<file path="config.mk">
export PLATFORM = sky130hd
export DESIGN_NAME = dmagc_top
export DESIGN_NICKNAME = d
export VERILOG_FILES = /design/src/rtl/dmagc_pkg.sv /design/src/rtl/dmagc_decode.sv /design/src/rtl/dmagc_irq_bank.sv /design/src/rtl/dmagc_chan_bits.sv /design/src/rtl/dmagc_top.sv
export SDC_FILE = /design/constraint.sdc
export NUM_CORES = 1
export LEC_CHECK = 0
export ABC_CLOCK_PERIOD_IN_PS = 2500
export CORE_MARGIN = 2
export CORE_UTILIZATION = 41
export DETAILED_ROUTE_END_ITERATION = 16
export GPL_TIMING_DRIVEN = 0
export PLACE_DENSITY = 0.85
export SETUP_SLACK_MARGIN = 0.05
export SKIP_CTS_REPAIR_TIMING = 1
export SYNTH_ARGS = -nofsm -noshare
export SYNTH_HDL_FRONTEND = slang
export SYNTH_SLANG_ARGS = --single-unit
</file>
<file path="constraint.sdc">
create_clock -name clk -period 2.5 [get_ports clk]
set_clock_uncertainty 0.05 [all_clocks]
set_input_delay 0.5 -clock clk [delete_from_list [all_inputs] [get_ports clk]]
set_output_delay 0.5 -clock clk [all_outputs]
set_load 0.03 [all_outputs]
</file>
<file path="src/rtl/dmagc_pkg.sv">
// Shared constants and types for the DMA global control register block.
// Assumes byte offsets on a 32-bit register bus; offsets are decoded exactly.
package dmagc_pkg;
    localparam logic [7:0] OFF_CTRL    = 8'h00;
    localparam logic [7:0] OFF_PEND    = 8'h04;
    localparam logic [7:0] OFF_DBELL   = 8'h08;
    localparam logic [7:0] OFF_DBSET   = 8'h0C;
    localparam logic [7:0] OFF_CKE     = 8'h10;
    localparam logic [7:0] OFF_CKESET  = 8'h14;
    localparam logic [7:0] OFF_CKECLR  = 8'h18;
    localparam logic [7:0] OFF_MASK    = 8'h1C;

    localparam int CTL_EN_BIT      = 0;
    localparam int CTL_AERR_BIT    = 2;
    localparam int CTL_HALT_BIT    = 3;
    localparam int CTL_FASTCLR_BIT = 27;
    localparam int CTL_PERF_BIT    = 31;

    typedef struct packed {
        logic ctrl;
        logic pend;
        logic db_set;
        logic cke_load;
        logic cke_set;
        logic cke_clr;
        logic mask;
    } wr_strobe_t;
endpackage

</file>
<file path="src/rtl/dmagc_decode.sv">
// Write decoder: turns a bus write into one strobe per writable register.
// Assumes at most one write per cycle; unmapped offsets and 0x08 give no strobe.
module dmagc_decode
    import dmagc_pkg::*;
#(
    parameter int ADDR_W = 8
) (
    input  logic              wr_i,
    input  logic [ADDR_W-1:0] addr_i,
    output wr_strobe_t        stb_o
);
    // Compare the offset against each writable register.
    always_comb begin
        stb_o          = '0;
        stb_o.ctrl     = wr_i && (addr_i == ADDR_W'(OFF_CTRL));
        stb_o.pend     = wr_i && (addr_i == ADDR_W'(OFF_PEND));
        stb_o.db_set   = wr_i && (addr_i == ADDR_W'(OFF_DBSET));
        stb_o.cke_load = wr_i && (addr_i == ADDR_W'(OFF_CKE));
        stb_o.cke_set  = wr_i && (addr_i == ADDR_W'(OFF_CKESET));
        stb_o.cke_clr  = wr_i && (addr_i == ADDR_W'(OFF_CKECLR));
        stb_o.mask     = wr_i && (addr_i == ADDR_W'(OFF_MASK));
    end
endmodule

</file>
<file path="src/rtl/dmagc_irq_bank.sv">
// Interrupt bank: per-channel pending bits, merged sticky halt/address-error
// flags and the combined interrupt line. Assumes events are single-cycle or
// level; any cycle with an event sets the bit. Events beat software clears.
module dmagc_irq_bank
    import dmagc_pkg::*;
#(
    parameter int NUM_CH = 6
) (
    input  logic              clk,
    input  logic              rst_n,
    input  logic [NUM_CH-1:0] ev_done_i,
    input  logic [NUM_CH-1:0] ev_halt_i,
    input  logic [NUM_CH-1:0] ev_aerr_i,
    input  logic              pend_wr_i,
    input  logic              ctrl_wr_i,
    input  logic [31:0]       wdata_i,
    input  logic              enable_i,
    output logic [NUM_CH-1:0] pend_o,
    output logic              halt_flag_o,
    output logic              aerr_flag_o,
    output logic              irq_o
);
    logic [NUM_CH-1:0] ev_any;
    logic [NUM_CH-1:0] pend_kept;
    logic              halt_kept;
    logic              aerr_kept;

    // Any reported event on a channel raises its pending bit.
    assign ev_any = ev_done_i | ev_halt_i | ev_aerr_i;

    // What survives a software write, before new events are merged in.
    always_comb begin
        pend_kept = pend_wr_i ? (pend_o & wdata_i[NUM_CH-1:0]) : pend_o;
        halt_kept = ctrl_wr_i ? (halt_flag_o & wdata_i[CTL_HALT_BIT]) : halt_flag_o;
        aerr_kept = ctrl_wr_i ? (aerr_flag_o & wdata_i[CTL_AERR_BIT]) : aerr_flag_o;
    end

    // Pending vector and sticky flags; events are ORed last so they win.
    always_ff @(posedge clk) begin
        if (!rst_n) begin
            pend_o      <= '0;
            halt_flag_o <= 1'b0;
            aerr_flag_o <= 1'b0;
        end else begin
            pend_o      <= pend_kept | ev_any;
            halt_flag_o <= halt_kept | (|ev_halt_i);
            aerr_flag_o <= aerr_kept | (|ev_aerr_i);
        end
    end

    // Interrupt request: any pending channel while the controller is enabled.
    assign irq_o = enable_i && (|pend_o);


    pend_event_chk: assert property (@(posedge clk) disable iff (!rst_n)
        (|ev_any) |=> ((pend_o & $past(ev_any)) == $past(ev_any)));


    halt_sticky_chk: assert property (@(posedge clk) disable iff (!rst_n)
        (|ev_halt_i) |=> halt_flag_o);


    aerr_rise_chk: assert property (@(posedge clk) disable iff (!rst_n)
        $rose(aerr_flag_o) |-> $past(|ev_aerr_i));
endmodule

</file>
<file path="src/rtl/dmagc_chan_bits.sv">
// Per-channel doorbell pulses and clock enables. A doorbell bit lives for
// exactly one cycle; clock enables support load, set-ones and clear-ones.
// Assumes the decoder raises at most one strobe per cycle.
module dmagc_chan_bits #(
    parameter int NUM_CH = 6
) (
    input  logic              clk,
    input  logic              rst_n,
    input  logic              db_set_i,
    input  logic              cke_load_i,
    input  logic              cke_set_i,
    input  logic              cke_clr_i,
    input  logic [31:0]       wdata_i,
    output logic [NUM_CH-1:0] ring_o,
    output logic [NUM_CH-1:0] cke_o
);
    for (genvar ch = 0; ch < NUM_CH; ch++) begin : g_ch
        // Doorbell: high for one cycle after a set write with this bit as one.
        always_ff @(posedge clk) begin
            if (!rst_n) ring_o[ch] <= 1'b0;
            else        ring_o[ch] <= db_set_i && wdata_i[ch];
        end

        // Clock enable: direct load, or set/clear by ones in the write data.
        always_ff @(posedge clk) begin
            if (!rst_n)                        cke_o[ch] <= 1'b0;
            else if (cke_load_i)               cke_o[ch] <= wdata_i[ch];
            else if (cke_set_i && wdata_i[ch]) cke_o[ch] <= 1'b1;
            else if (cke_clr_i && wdata_i[ch]) cke_o[ch] <= 1'b0;
        end
    end


    ring_pulse_chk: assert property (@(posedge clk) disable iff (!rst_n)
        ((|ring_o) && !db_set_i) |=> (ring_o == '0));


    cke_set_chk: assert property (@(posedge clk) disable iff (!rst_n)
        cke_set_i |=> ((cke_o & $past(wdata_i[NUM_CH-1:0])) == $past(wdata_i[NUM_CH-1:0])));


    cke_clr_chk: assert property (@(posedge clk) disable iff (!rst_n)
        cke_clr_i |=> ((cke_o & $past(wdata_i[NUM_CH-1:0])) == '0));
endmodule

</file>
<file path="src/rtl/dmagc_top.sv">
// DMA global control and interrupt register block. Holds the control word,
// the channel-mask register and the registered read path; pending bits,
// flags, doorbells and clock enables live in submodules.
// Assumes 1 <= NUM_CH <= 32 (6 and 32 are the intended configurations).
module dmagc_top
    import dmagc_pkg::*;
#(
    parameter int NUM_CH = 6,
    parameter int ADDR_W = 8
) (
    input  logic              clk,
    input  logic              rst_n,
    input  logic              reg_wr_i,
    input  logic              reg_rd_i,
    input  logic [ADDR_W-1:0] reg_addr_i,
    input  logic [31:0]       reg_wdata_i,
    output logic [31:0]       reg_rdata_o,
    input  logic [NUM_CH-1:0] ev_done_i,
    input  logic [NUM_CH-1:0] ev_halt_i,
    input  logic [NUM_CH-1:0] ev_aerr_i,
    output logic              irq_o,
    output logic [NUM_CH-1:0] ring_o,
    output logic [NUM_CH-1:0] clk_en_o
);
    wr_strobe_t        stb;
    logic              ctl_en, ctl_fastclr, ctl_perf;
    logic              halt_flag, aerr_flag;
    logic [NUM_CH-1:0] pend;
    logic [NUM_CH-1:0] chan_mask;
    logic [31:0]       ctrl_word;
    logic [31:0]       rd_mux;

    dmagc_decode #(.ADDR_W(ADDR_W)) u_decode (
        .wr_i   (reg_wr_i),
        .addr_i (reg_addr_i),
        .stb_o  (stb)
    );

    dmagc_irq_bank #(.NUM_CH(NUM_CH)) u_irq (
        .clk         (clk),
        .rst_n       (rst_n),
        .ev_done_i   (ev_done_i),
        .ev_halt_i   (ev_halt_i),
        .ev_aerr_i   (ev_aerr_i),
        .pend_wr_i   (stb.pend),
        .ctrl_wr_i   (stb.ctrl),
        .wdata_i     (reg_wdata_i),
        .enable_i    (ctl_en),
        .pend_o      (pend),
        .halt_flag_o (halt_flag),
        .aerr_flag_o (aerr_flag),
        .irq_o       (irq_o)
    );

    dmagc_chan_bits #(.NUM_CH(NUM_CH)) u_chan (
        .clk        (clk),
        .rst_n      (rst_n),
        .db_set_i   (stb.db_set),
        .cke_load_i (stb.cke_load),
        .cke_set_i  (stb.cke_set),
        .cke_clr_i  (stb.cke_clr),
        .wdata_i    (reg_wdata_i),
        .ring_o     (ring_o),
        .cke_o      (clk_en_o)
    );

    // Control option bits: plain storage, written by a control write.
    always_ff @(posedge clk) begin
        if (!rst_n) begin
            ctl_en      <= 1'b0;
            ctl_fastclr <= 1'b0;
            ctl_perf    <= 1'b0;
        end else if (stb.ctrl) begin
            ctl_en      <= reg_wdata_i[CTL_EN_BIT];
            ctl_fastclr <= reg_wdata_i[CTL_FASTCLR_BIT];
            ctl_perf    <= reg_wdata_i[CTL_PERF_BIT];
        end
    end

    // Channel-mask register: plain storage of NUM_CH bits.
    always_ff @(posedge clk) begin
        if (!rst_n)        chan_mask <= '0;
        else if (stb.mask) chan_mask <= reg_wdata_i[NUM_CH-1:0];
    end

    // Assemble the control word from options and sticky flags.
    always_comb begin
        ctrl_word                  = '0;
        ctrl_word[CTL_EN_BIT]      = ctl_en;
        ctrl_word[CTL_AERR_BIT]    = aerr_flag;
        ctrl_word[CTL_HALT_BIT]    = halt_flag;
        ctrl_word[CTL_FASTCLR_BIT] = ctl_fastclr;
        ctrl_word[CTL_PERF_BIT]    = ctl_perf;
    end

    // Select read data by offset; unmapped and write-only ports read 0.
    always_comb begin
        if      (reg_addr_i == ADDR_W'(OFF_CTRL))  rd_mux = ctrl_word;
        else if (reg_addr_i == ADDR_W'(OFF_PEND))  rd_mux = 32'(pend);
        else if (reg_addr_i == ADDR_W'(OFF_DBELL)) rd_mux = 32'(ring_o);
        else if (reg_addr_i == ADDR_W'(OFF_CKE))   rd_mux = 32'(clk_en_o);
        else if (reg_addr_i == ADDR_W'(OFF_MASK))  rd_mux = 32'(chan_mask);
        else                                       rd_mux = '0;
    end

    // Registered read port: data valid the cycle after the read strobe.
    always_ff @(posedge clk) begin
        if (!rst_n)        reg_rdata_o <= '0;
        else if (reg_rd_i) reg_rdata_o <= rd_mux;
    end


    irq_gate_chk: assert property (@(posedge clk) disable iff (!rst_n)
        (stb.ctrl && !reg_wdata_i[CTL_EN_BIT]) |=> !irq_o);
endmodule

</file>
* Word level (Yosys, flattened, before mapping) *
Index checks and enable logic that the tools add are counted.

word-level totals
  register bits after elaboration = 61
  memories = 0
  memory bits (writable) = 0
  latch bits = 0
  word-level logic and storage cells = 97
  ROM bits = 0

cells by class
  $lt $le $gt $ge = 0
  add/subtract/negate cells = 0
  divide/modulo/power cells = 0
  equality and inequality tests = 7
  reductions and logical operators = 36
  $mul = 0
  shift-type cells = 0
  multiplexer cells = 26
  bitwise operators = 8

operator list
  cell                count
  $eq 8x5->1 const B  4
  $mux 32             1
  $mux 6              5
  $logic_and 1x1->1   26
  $mux 1              20
  $or 6x6->6          3
  $reduce_bool 3->1   6
  $reduce_or 6->1     3
  $eq 8x4->1 const B  2
  $eq 8x3->1 const B  1
  $logic_not 8->1     1
  $and 6x6->6         1
  $and 1x1->1         2
  $or 1x1->1          2

* Longest topological paths before layout *
Gate-level depths: netlist of the first run.

  depth in word-level cells = 6
  gate-level depth with buffers = 5
  gate-level depth less buffers = 4

* By module *
A second synthesis of the first run with hierarchy kept.

second synthesis, totals
  cell total of the unflattened synthesis = 218
  area, all modules = 2048.2 sq um

by module, submodules not included
  module           cells an instance  times used  sequential area each (sq um)  area an instance (sq um)
  dmagc_top        123                1           340.3                         1126.1
  dmagc_chan_bits  44                 1           240.2                         489.2
  dmagc_irq_bank   37                 1           160.2                         340.3
  dmagc_decode     14                 1           0.0                           92.6

* Worst setup path after synthesis of the first run *
No wires, ideal clock.

  path kind = input-to-reg
  start point = input reg_addr_i[7]
  end point = register reg_rdata_o[1]
  data arrival time = 1659 ps
  slack = 730 ps
  required time = 2389 ps
  library setup time = 61 ps
  stages = 4
  cell sequence = or3_4 -> or4_4 -> a211oi_1 -> a32o_1

between the ends
  word-level cells in the longest chain between the ends = 6
  elaborated cells on any way between the ends = 10
  those cells by class = 4 x eq/ne; 5 x mux; 1 x reduce/logical

ends and longest elaborated chain
  element               RTL line          text
  start, declared       dmagc_top.sv:15   input logic [ADDR_W-1:0] reg_addr_i,
  $eq 8x5->1            dmagc_top.sv:102  else if (reg_addr_i == ADDR_W'(OFF_MASK)) rd_mux = 32'(chan_mask);
  $mux 6                dmagc_top.sv:102
  $mux 6                dmagc_top.sv:101  else if (reg_addr_i == ADDR_W'(OFF_CKE)) rd_mux = 32'(clk_en_o);
  $mux 6                dmagc_top.sv:100  else if (reg_addr_i == ADDR_W'(OFF_DBELL)) rd_mux = 32'(ring_o);
  $mux 6                dmagc_top.sv:99   else if (reg_addr_i == ADDR_W'(OFF_PEND)) rd_mux = 32'(pend);
  $mux 32 *             dmagc_top.sv:98   if (reg_addr_i == ADDR_W'(OFF_CTRL)) rd_mux = ctrl_word;
  end signal, assigned  dmagc_top.sv:109  else if (reg_rd_i) reg_rdata_o <= rd_mux;
  end, declared         dmagc_top.sv:17   output logic [31:0] reg_rdata_o,

Mark *: on every way between the ends. The rest lies on a longest branch, timed or not.
A chain may end at the register's enable or synchronous reset.

* Worst setup path after layout of the first run *
  start point = input reg_addr_i[7]
  end point = register u_irq.halt_flag_o

between the ends
  word-level cells in the longest chain between the ends = 4

ends and longest elaborated chain
  element               RTL line              text
  $logic_not 8->1       dmagc_decode.sv:15    stb_o.ctrl = wr_i && (addr_i == ADDR_W'(OFF_CTRL));
  $logic_and 1x1->1     dmagc_decode.sv:15
  $mux 1                dmagc_irq_bank.sv:34  halt_kept = ctrl_wr_i ? (halt_flag_o & wdata_i[CTL_HALT_BIT]) : halt_flag_o;
  $or 1x1->1            dmagc_irq_bank.sv:46  halt_flag_o <= halt_kept | (|ev_halt_i);
  end signal, assigned  dmagc_irq_bank.sv:46
  end, declared         dmagc_irq_bank.sv:19  output logic halt_flag_o,

No other way between the ends.

==> results of run 1 <==
## flip-flops by register name, indices dropped and copies added, names as in the netlist
register	count
reg_rdata_o	8
chan_mask	6
u_chan.cke_o	6
u_chan.ring_o	6
u_irq.pend_o	6
ctl_en	1
ctl_fastclr	1
ctl_perf	1
u_irq.aerr_flag_o	1
u_irq.halt_flag_o	1
## synthesized netlist by cell type
cell | number | area (µm²)
sky130_fd_sc_hd__o22ai_1 | 4 | 25.02
sky130_fd_sc_hd__a21o_1 | 2 | 15.01
sky130_fd_sc_hd__inv_1 | 3 | 11.26
sky130_fd_sc_hd__o21ai_0 | 20 | 100.1
sky130_fd_sc_hd__o31a_1 | 1 | 8.760
sky130_fd_sc_hd__a21oi_1 | 15 | 75.07
sky130_fd_sc_hd__a22o_1 | 1 | 8.760
sky130_fd_sc_hd__nand3_1 | 11 | 55.05
sky130_fd_sc_hd__and2_1 | 4 | 25.02
sky130_fd_sc_hd__buf_4 | 24 | 180.2
sky130_fd_sc_hd__dfxtp_1 | 37 | 740.7
sky130_fd_sc_hd__nor2b_1 | 8 | 50.05
sky130_fd_sc_hd__buf_2 | 1 | 5.000
sky130_fd_sc_hd__and2_0 | 1 | 6.260
sky130_fd_sc_hd__nand4b_1 | 3 | 26.28
sky130_fd_sc_hd__or4_4 | 1 | 11.26
sky130_fd_sc_hd__clkbuf_2 | 1 | 5.000
sky130_fd_sc_hd__and3_1 | 1 | 6.260
sky130_fd_sc_hd__or4_1 | 3 | 22.52
sky130_fd_sc_hd__nor4_1 | 5 | 31.28
sky130_fd_sc_hd__nor3_1 | 10 | 50.05
sky130_fd_sc_hd__clkbuf_1 | 6 | 22.52
sky130_fd_sc_hd__a211oi_1 | 6 | 45.04
sky130_fd_sc_hd__nor2_1 | 10 | 37.54
sky130_fd_sc_hd__nand4_1 | 3 | 18.77
sky130_fd_sc_hd__a31oi_1 | 2 | 12.51
sky130_fd_sc_hd__or3_4 | 1 | 11.26
sky130_fd_sc_hd__conb_1 | 1 | 3.750
sky130_fd_sc_hd__clkinv_1 | 1 | 3.750
sky130_fd_sc_hd__o211ai_1 | 4 | 30.03
sky130_fd_sc_hd__a32o_1 | 3 | 30.03
sky130_fd_sc_hd__nand2_1 | 17 | 63.81
sky130_fd_sc_hd__nor3b_1 | 1 | 7.510
sky130_fd_sc_hd__buf_1 | 2 | 7.510
sky130_fd_sc_hd__mux2i_1 | 8 | 80.08
sky130_fd_sc_hd__a22oi_1 | 6 | 45.04
## kinds of logic after synthesis
family,after synthesis,share of synthesized area [%]
mux,8,4.264
compound gates,64,21.05
other cells,1,0.1997
simple gates,79,22.52
flops,37,39.44
buf+inv,38,12.52
## power by group through the flow
stage	registers, µW	clock network (µW)	logic, µW
floorplan	616	0	137
global placement	618	0	223
CTS	604	527	228
detailed placement	618	0	227
finish	604	518	232
global route	605	552	248
## cell type report
class | count | area, µm²
plain buffers | 34 | 220.2
well taps | 52 | 65.06
clock inverters | 2 | 38.79
fillers | 392 | 1665
inverters | 4 | 15.01
repair buffers | 57 | 573.1
clock buffers | 6 | 72.57
flip-flops and latches | 37 | 740.7
multi-input cells | 175 | 993.5
## per-layer routing
metal / up-vias / GRT usage [%] / share of wire, %
met5: - / 0 / 0
met4: 0 / 8.386 / 1.9
met3: 12 / 5.907 / 6.3
met2: 64 / 32.72 / 48
met1: 868 / 25.91 / 44
li1: 959 / - / -
## metrics by stage
step                      worst slack [ns]  std cells  total power [µW]  setup TNS, ns
after global routing                0.1400        367              1405              0
final                               0.1984        367              1354              0
after floorplan                     0.7305        250             753.9              0
after detailed placement           -0.1086        359             844.5        -0.7107
after CTS                         -0.03226        367              1358       -0.03226
after global placement            -0.08308        359             840.9        -0.4178
## worst reg2reg max path, stage by stage (launching register included)
cell                       delay (ns)
sky130_fd_sc_hd__dfxtp_1         0.34
sky130_fd_sc_hd__a211oi_1        0.24
sky130_fd_sc_hd__a21oi_1         0.07
sky130_fd_sc_hd__a32o_1          0.22
## path summary, 6_finish.rpt
kind / from / to / slack (ns) / cells after the start
setup / recovery: reg_addr_i[7] / u_irq.halt_flag_o / 0.20 / 5
hold / removal: reg_rdata_o[31] / reg_rdata_o[31] / 0.42 / 2
setup reg to reg: u_chan.cke_o[1] / reg_rdata_o[1] / 1.47 / 3
hold reg to reg: reg_rdata_o[31] / reg_rdata_o[31] / 0.42 / 2
==> results.md, run 1 <==
* Run status: finished clean
* Crit Path Max Fanout at 6
* Height of the die at 71.68 µm
* Tmin final at ~2.3 ns
* Clock sink count at 37
* Share of power burned in combinational logic at 17.1%
* Upper clock frequency limit at 434.5 MHz
* Grt total ovfl at 0
* Total power per unit cell area at 497.9 nW/µm²
* Level count of the clock H-tree at 2
* Number of buffer and inverter stages on the critical path at 1
* Total leakage power at between 0.001 and 0.0015 µW
* Relative slew slack at 54.72%
* Total length of routed wires at approximately 5300 µm
* Number of antenna violations at the first check in global routing at 0
* Global-route usage over all layers at 20.48%
* Kind of start point of the critical path: primary input
* TritonCTS buffer count at 5
* Clk slew on worst S/H paths at 0.07 ns
* Dpl hpwl at 4082 µm
* Row cnt at 24
* Starting DRC count in detailed routing at 139
* Final Instance Area at 2719 µm²
* Routed WL per cell at 14.34 µm
* Required time at the worst-slack endpoint at between 2 and 3 ns
* Most common cell after layout, fill and taps aside: sky130_fd_sc_hd__clkdlybuf4s50_1
* Switching power of the nets at 354.1 µW
* Worst stage delay on the critical path at 0.59 ns
* Setup crit end kind: register
* Syn-to-layout area delta at 44.77%
* Cell with the largest stage delay on the worst path: sky130_fd_sc_hd__nor3_1
* RSZ-0062 raised after global routing: false
* Fraction of final layout cells with drive strength greater than 1 at 11.43%
* Global-route wire length before repair at 8135 µm
* Critical Path, Cell by Cell: clkdlybuf4s50_1, nor3_1, nand4b_1, o21ai_0, a31oi_1
* Post-route core utilization at 62.01%
* Part of the power in the clock network at 38.3%
* Initial cell density of the core at 42.84%
* Number of cells produced by synthesis at roughly 230
* Critical path's top delay family: simple AND/OR/NAND/NOR gates
* Post-route DRC at 0
* Classification of the worst-slack hold path: reg -> reg
* Largest net degree at the start of global routing at 13
* Length of the first detailed-routing pass in iterations at 4
* Final-report max-slew violation count at 0
* Cell Area, Placed at roughly 2600 µm²
* Critical path type: in -> reg
* CTS root buffer: sky130_fd_sc_hd__clkbuf_8
* Worst hold slack after final layout at 0.4207 ns
* Number of buffers between clock root and the deepest sink at 2
* Net count of the finished layout at 376
* Final setup viols at 0
* IO Port Bufs at 57
* Highest ir drop seen on vdd at 0.4206 mV
* Arrival time at the worst endpoint at 2.42 ns
* Worst slew pin tran at 0.6739 ns
* Die width at 71.68 µm
* Crit share post-route at 92.07%
* Flip-flop and latch count after synthesis at 37
* Count of distinct cell types in the synthesized netlist at 36
* Clk Latency, worst-skew pair at approximately 0.30 ns
* Top-level I/O count at 107
* Count of antenna-violating nets left after detailed routing at 0
* Reg power frac at 44.6%
* Most frequent cells in the layout: sky130_fd_sc_hd__clkdlybuf4s50_1, sky130_fd_sc_hd__dfxtp_1, sky130_fd_sc_hd__buf_4, sky130_fd_sc_hd__conb_1, sky130_fd_sc_hd__o21ai_0
* Total core area at 4384 µm²
* Clock tree from TritonCTS: built
* Total vias in the final route at 1903
* Warning count from the yosys run at 0
* Register area share after synthesis at 39.44%
* Final weighted congestion of routability-driven global placement at 0.9029
* MaxCap Viol Count at 0
* Die area at 5138 µm²
* Fin. Hold Viols at 0
* Via count of the first global-routing pass at 1715
* Avg Vias per Cell at between 5 and 6
* Cell internal power dissipation at 999.7 µW
* Antenna cell count at 0
* Syn Std Cell Area at 1878 µm²
* Sw Share at 26.15%
* Mean instance size in the synthesized netlist at 8.273 µm²
Power figures use the tool's default switching activity.
==> inputs of run 2 (changes only) <==
Settings changed: CORE_ASPECT_RATIO set to 1.25.
==> run 2 against run 1 <==
  * Fmax increased by 5.0%
  * Final cell count increased by 1.6%
  * Highest routed layer unchanged
  * Sequential share of layout area barely moved
  * Sequential cell count unchanged
  * Via count increased by 1.6%
  * Power is 3.8% lower
  * Core utilization shrank 0.16 points
  * Die area about the same
  * Critical path depth unchanged
  * Count of clock-buffer cells in the layout rose by 1
  * Critical path type unchanged
  * Worst hold slack got worse by 0.011 ns
==> results.md, run 2 (synthesis gave the netlist of run 1 again) <==
* Final weighted congestion of routability-driven global placement at 0.8900 (-1.4%)
* Worst stage delay on the critical path at 0.58 ns (about the same)
* MaxCap Viol Count at 0 (unchanged)
* Clock tree from TritonCTS: built
* Die area at 5142 µm² (about the same)
* Count of antenna-violating nets left after detailed routing at 0 (unchanged)
* Switching power of the nets at 352.2 µW (-0.54%)
* Cell Area, Placed at 2608 µm² (+0.29%)
* Filler Cell Count at 399 (+1.8%)
* Share of power burned in combinational logic at 17.7% (+0.6 points)
* Height of the die at 79.67 µm (+11%)
* CTS root buffer: sky130_fd_sc_hd__clkbuf_8
* Critical Path, Cell by Cell: clkdlybuf4s50_1, nor3_1, nand4b_1, o21ai_0, a31oi_1
* RSZ-0062 raised after global routing: false
* Global-route usage over all layers at 19.89% (-0.58 points)
* Net count of the finished layout at 376 (unchanged)
* IO Port Bufs at 57 (unchanged)
* Fin. Hold Viols at 0 (unchanged)
* Reg with most FFs: reg_rdata_o
* Tmin final at 2.193 ns (-0.1086 ns)
* Total power per unit cell area at 479.3 nW/µm² (-3.8%)
* Sw Share at 27.05% (+0.90 points)
* Critical path type: in -> reg
* Number of antenna violations at the first check in global routing at 0 (unchanged)
* Routed WL per cell at 13.38 µm (-6.7%)
* Part of the power in the clock network at 36.0% (-2.3 points)
* Arrival time at the worst endpoint at 2.32 ns (-0.10 ns)
* Number of instances in the placed design at 365 (+1.7%)
* Crit share post-route at 87.72% (-4.3 points)
* Run status: finished clean
* Routed wire length on met3 at 324 µm (-1.5%)
* Syn-to-layout area delta at 44.64% (about the same)
* Total vias in the final route at 1934 (+1.6%)
* Total leakage power at 0.001089 µW (-0.10%)
* Clock sink count at 37 (unchanged)
* Length of the first detailed-routing pass in iterations at 4 (unchanged)
* Reg power frac at 46.4% (+1.8 points)
* Kind of start point of the critical path: primary input
* Crit Path Max Fanout at 6 (unchanged)
* Initial cell density of the core at 42.76% (-0.073 points)
* Total length of routed wires at 4992 µm (-5.2%)
* Highest ir drop seen on vdd at 0.3165 mV (-25%)
* Cell internal power dissipation at 949.7 µW (-5.0%)
* DRT met1 WL at 2138 µm (-7.1%)
* Level count of the clock H-tree at 2 (unchanged)
* Setup crit end kind: register
* Final-report max-slew violation count at 0 (unchanged)
* Largest net degree at the start of global routing at 12 (-1)
* Most common cell after layout, fill and taps aside: sky130_fd_sc_hd__clkdlybuf4s50_1
* Required time at the worst-slack endpoint at 2.63 ns (about the same)
* Row cnt at 27 (+13%)
* TritonCTS buffer count at 5 (unchanged)
* Routed length on met2 at 2380 µm (-6.0%)
* Starting DRC count in detailed routing at 64 (-54%)
* Top-level I/O count at 107 (unchanged)
* Final Instance Area at 2716 µm² (about the same)
* Dpl hpwl at 3922 µm (-3.9%)
* Avg Vias per Cell at 5.185 (about the same)
* Clk slew on worst S/H paths at 0.08 ns (about the same)
* Die width at 64.54 µm (-10%)
* Upper clock frequency limit at 456.0 MHz (+5.0%)
* Critical path's top delay family: simple AND/OR/NAND/NOR gates
* Cell Count, Final, Fillers Out at 373 (+1.6%)
* Final setup viols at 0 (unchanged)
* Via count of the first global-routing pass at 1736 (+1.2%)
* Most frequent cells in the layout: sky130_fd_sc_hd__clkdlybuf4s50_1, sky130_fd_sc_hd__dfxtp_1, sky130_fd_sc_hd__buf_4, sky130_fd_sc_hd__conb_1, sky130_fd_sc_hd__o21ai_0
* Grt total ovfl at 0 (unchanged)
* Post-route DRC at 0 (unchanged)
* Global-route wire length before repair at 7907 µm (-2.8%)
* Antenna cell count at 0 (unchanged)
* Number of buffer and inverter stages on the critical path at 1 (unchanged)
* Classification of the worst-slack hold path: reg -> reg
* Relative slew slack at 55.38% (+0.66 points)
* Clk Latency, worst-skew pair at 0.30 ns (about the same)
* Top routing layer in use: met4
* Max FFs per register at 8 (unchanged)
* Worst slew pin tran at 0.6642 ns (-0.009792 ns)
* Cell with the largest stage delay on the worst path: sky130_fd_sc_hd__nor3_1
* Number of buffers between clock root and the deepest sink at 2 (unchanged)
* Total core area at 4392 µm² (+0.17%)
* Fraction of final layout cells with drive strength greater than 1 at 11.75% (+0.32 points)
## run 2: cell types whose count changed in the layout (fill, tap and decap cells not counted)
cell | before | now
sky130_fd_sc_hd__bufinv_16 | 1 | 0
sky130_fd_sc_hd__clkbuf_1 | 7 | 6
sky130_fd_sc_hd__clkbuf_8 | 5 | 7
sky130_fd_sc_hd__clkinv_2 | 0 | 1
sky130_fd_sc_hd__clkinv_4 | 1 | 0
## run 2: routing by layer
layer  track usage [%]  vias up
li1                  -      961
met1             25.22      882
met2             31.77       77
met3             3.244       14
met4             11.49        0
met5                 0        -
## run 2: area by class of cell
| type | count | area (µm²) | share of cell area (%) |
|---|---|---|---|
| sequential | 37 | 740.7 | 27.27 |
| buffer | 34 | 220.2 | 8.107 |
| tap | 58 | 72.57 | 2.672 |
| multi-input combinational | 175 | 993.5 | 36.57 |
| timing repair buffer | 57 | 573.1 | 21.10 |
| clock buffer | 7 | 96.34 | 3.547 |
| inverter | 4 | 15.01 | 0.5527 |
| clock inverter | 1 | 5.005 | 0.1842 |
## run 2: metrics by stage
stage          power [µW]  util, %  TNS (ns)  hold WS, ns  setup WS [ns]
6_report             1302    61.85         0       0.4097         0.3069
5_1_grt              1343    61.85         0       0.4458        0.09515
4_1_cts              1301    61.68  -0.03946       0.4171       -0.03946
3_5_place_dp        843.6    59.37   -0.2351       0.4062       -0.06474
3_3_place_gp        841.7    59.37   -0.1786       0.3903       -0.05949
2_1_floorplan       753.9        -         0       0.3947         0.7305
## run 2: power by group through the flow
stage               registers [µW]  clock network (µW)  logic (µW)
finish                         604                 468         230
global route                   605                 491         247
CTS                            604                 470         227
detailed placement             617                   0         226
global placement               617                   0         224
floorplan                      616                   0         137
## run 2: worst reg2reg max path: stages (launching register included)
cell and delay, ns:
sky130_fd_sc_hd__dfxtp_1 0.39, sky130_fd_sc_hd__mux2i_1 0.09, sky130_fd_sc_hd__nor4_1 0.21, sky130_fd_sc_hd__o21ai_0 0.12, sky130_fd_sc_hd__o21ai_0 0.10
## run 2: path summary, 6_finish.rpt
| check | depth (start not counted) | from | slack (ns) | endpoint |
|---|---|---|---|---|
| hold / removal | 2 | reg_rdata_o[31] | 0.41 | reg_rdata_o[31] |
| setup / recovery | 5 | reg_addr_i[7] | 0.31 | u_irq.halt_flag_o |
| setup reg to reg | 4 | ctl_en | 1.48 | reg_rdata_o[0] |
| hold reg to reg | 2 | reg_rdata_o[31] | 0.41 | reg_rdata_o[31] |
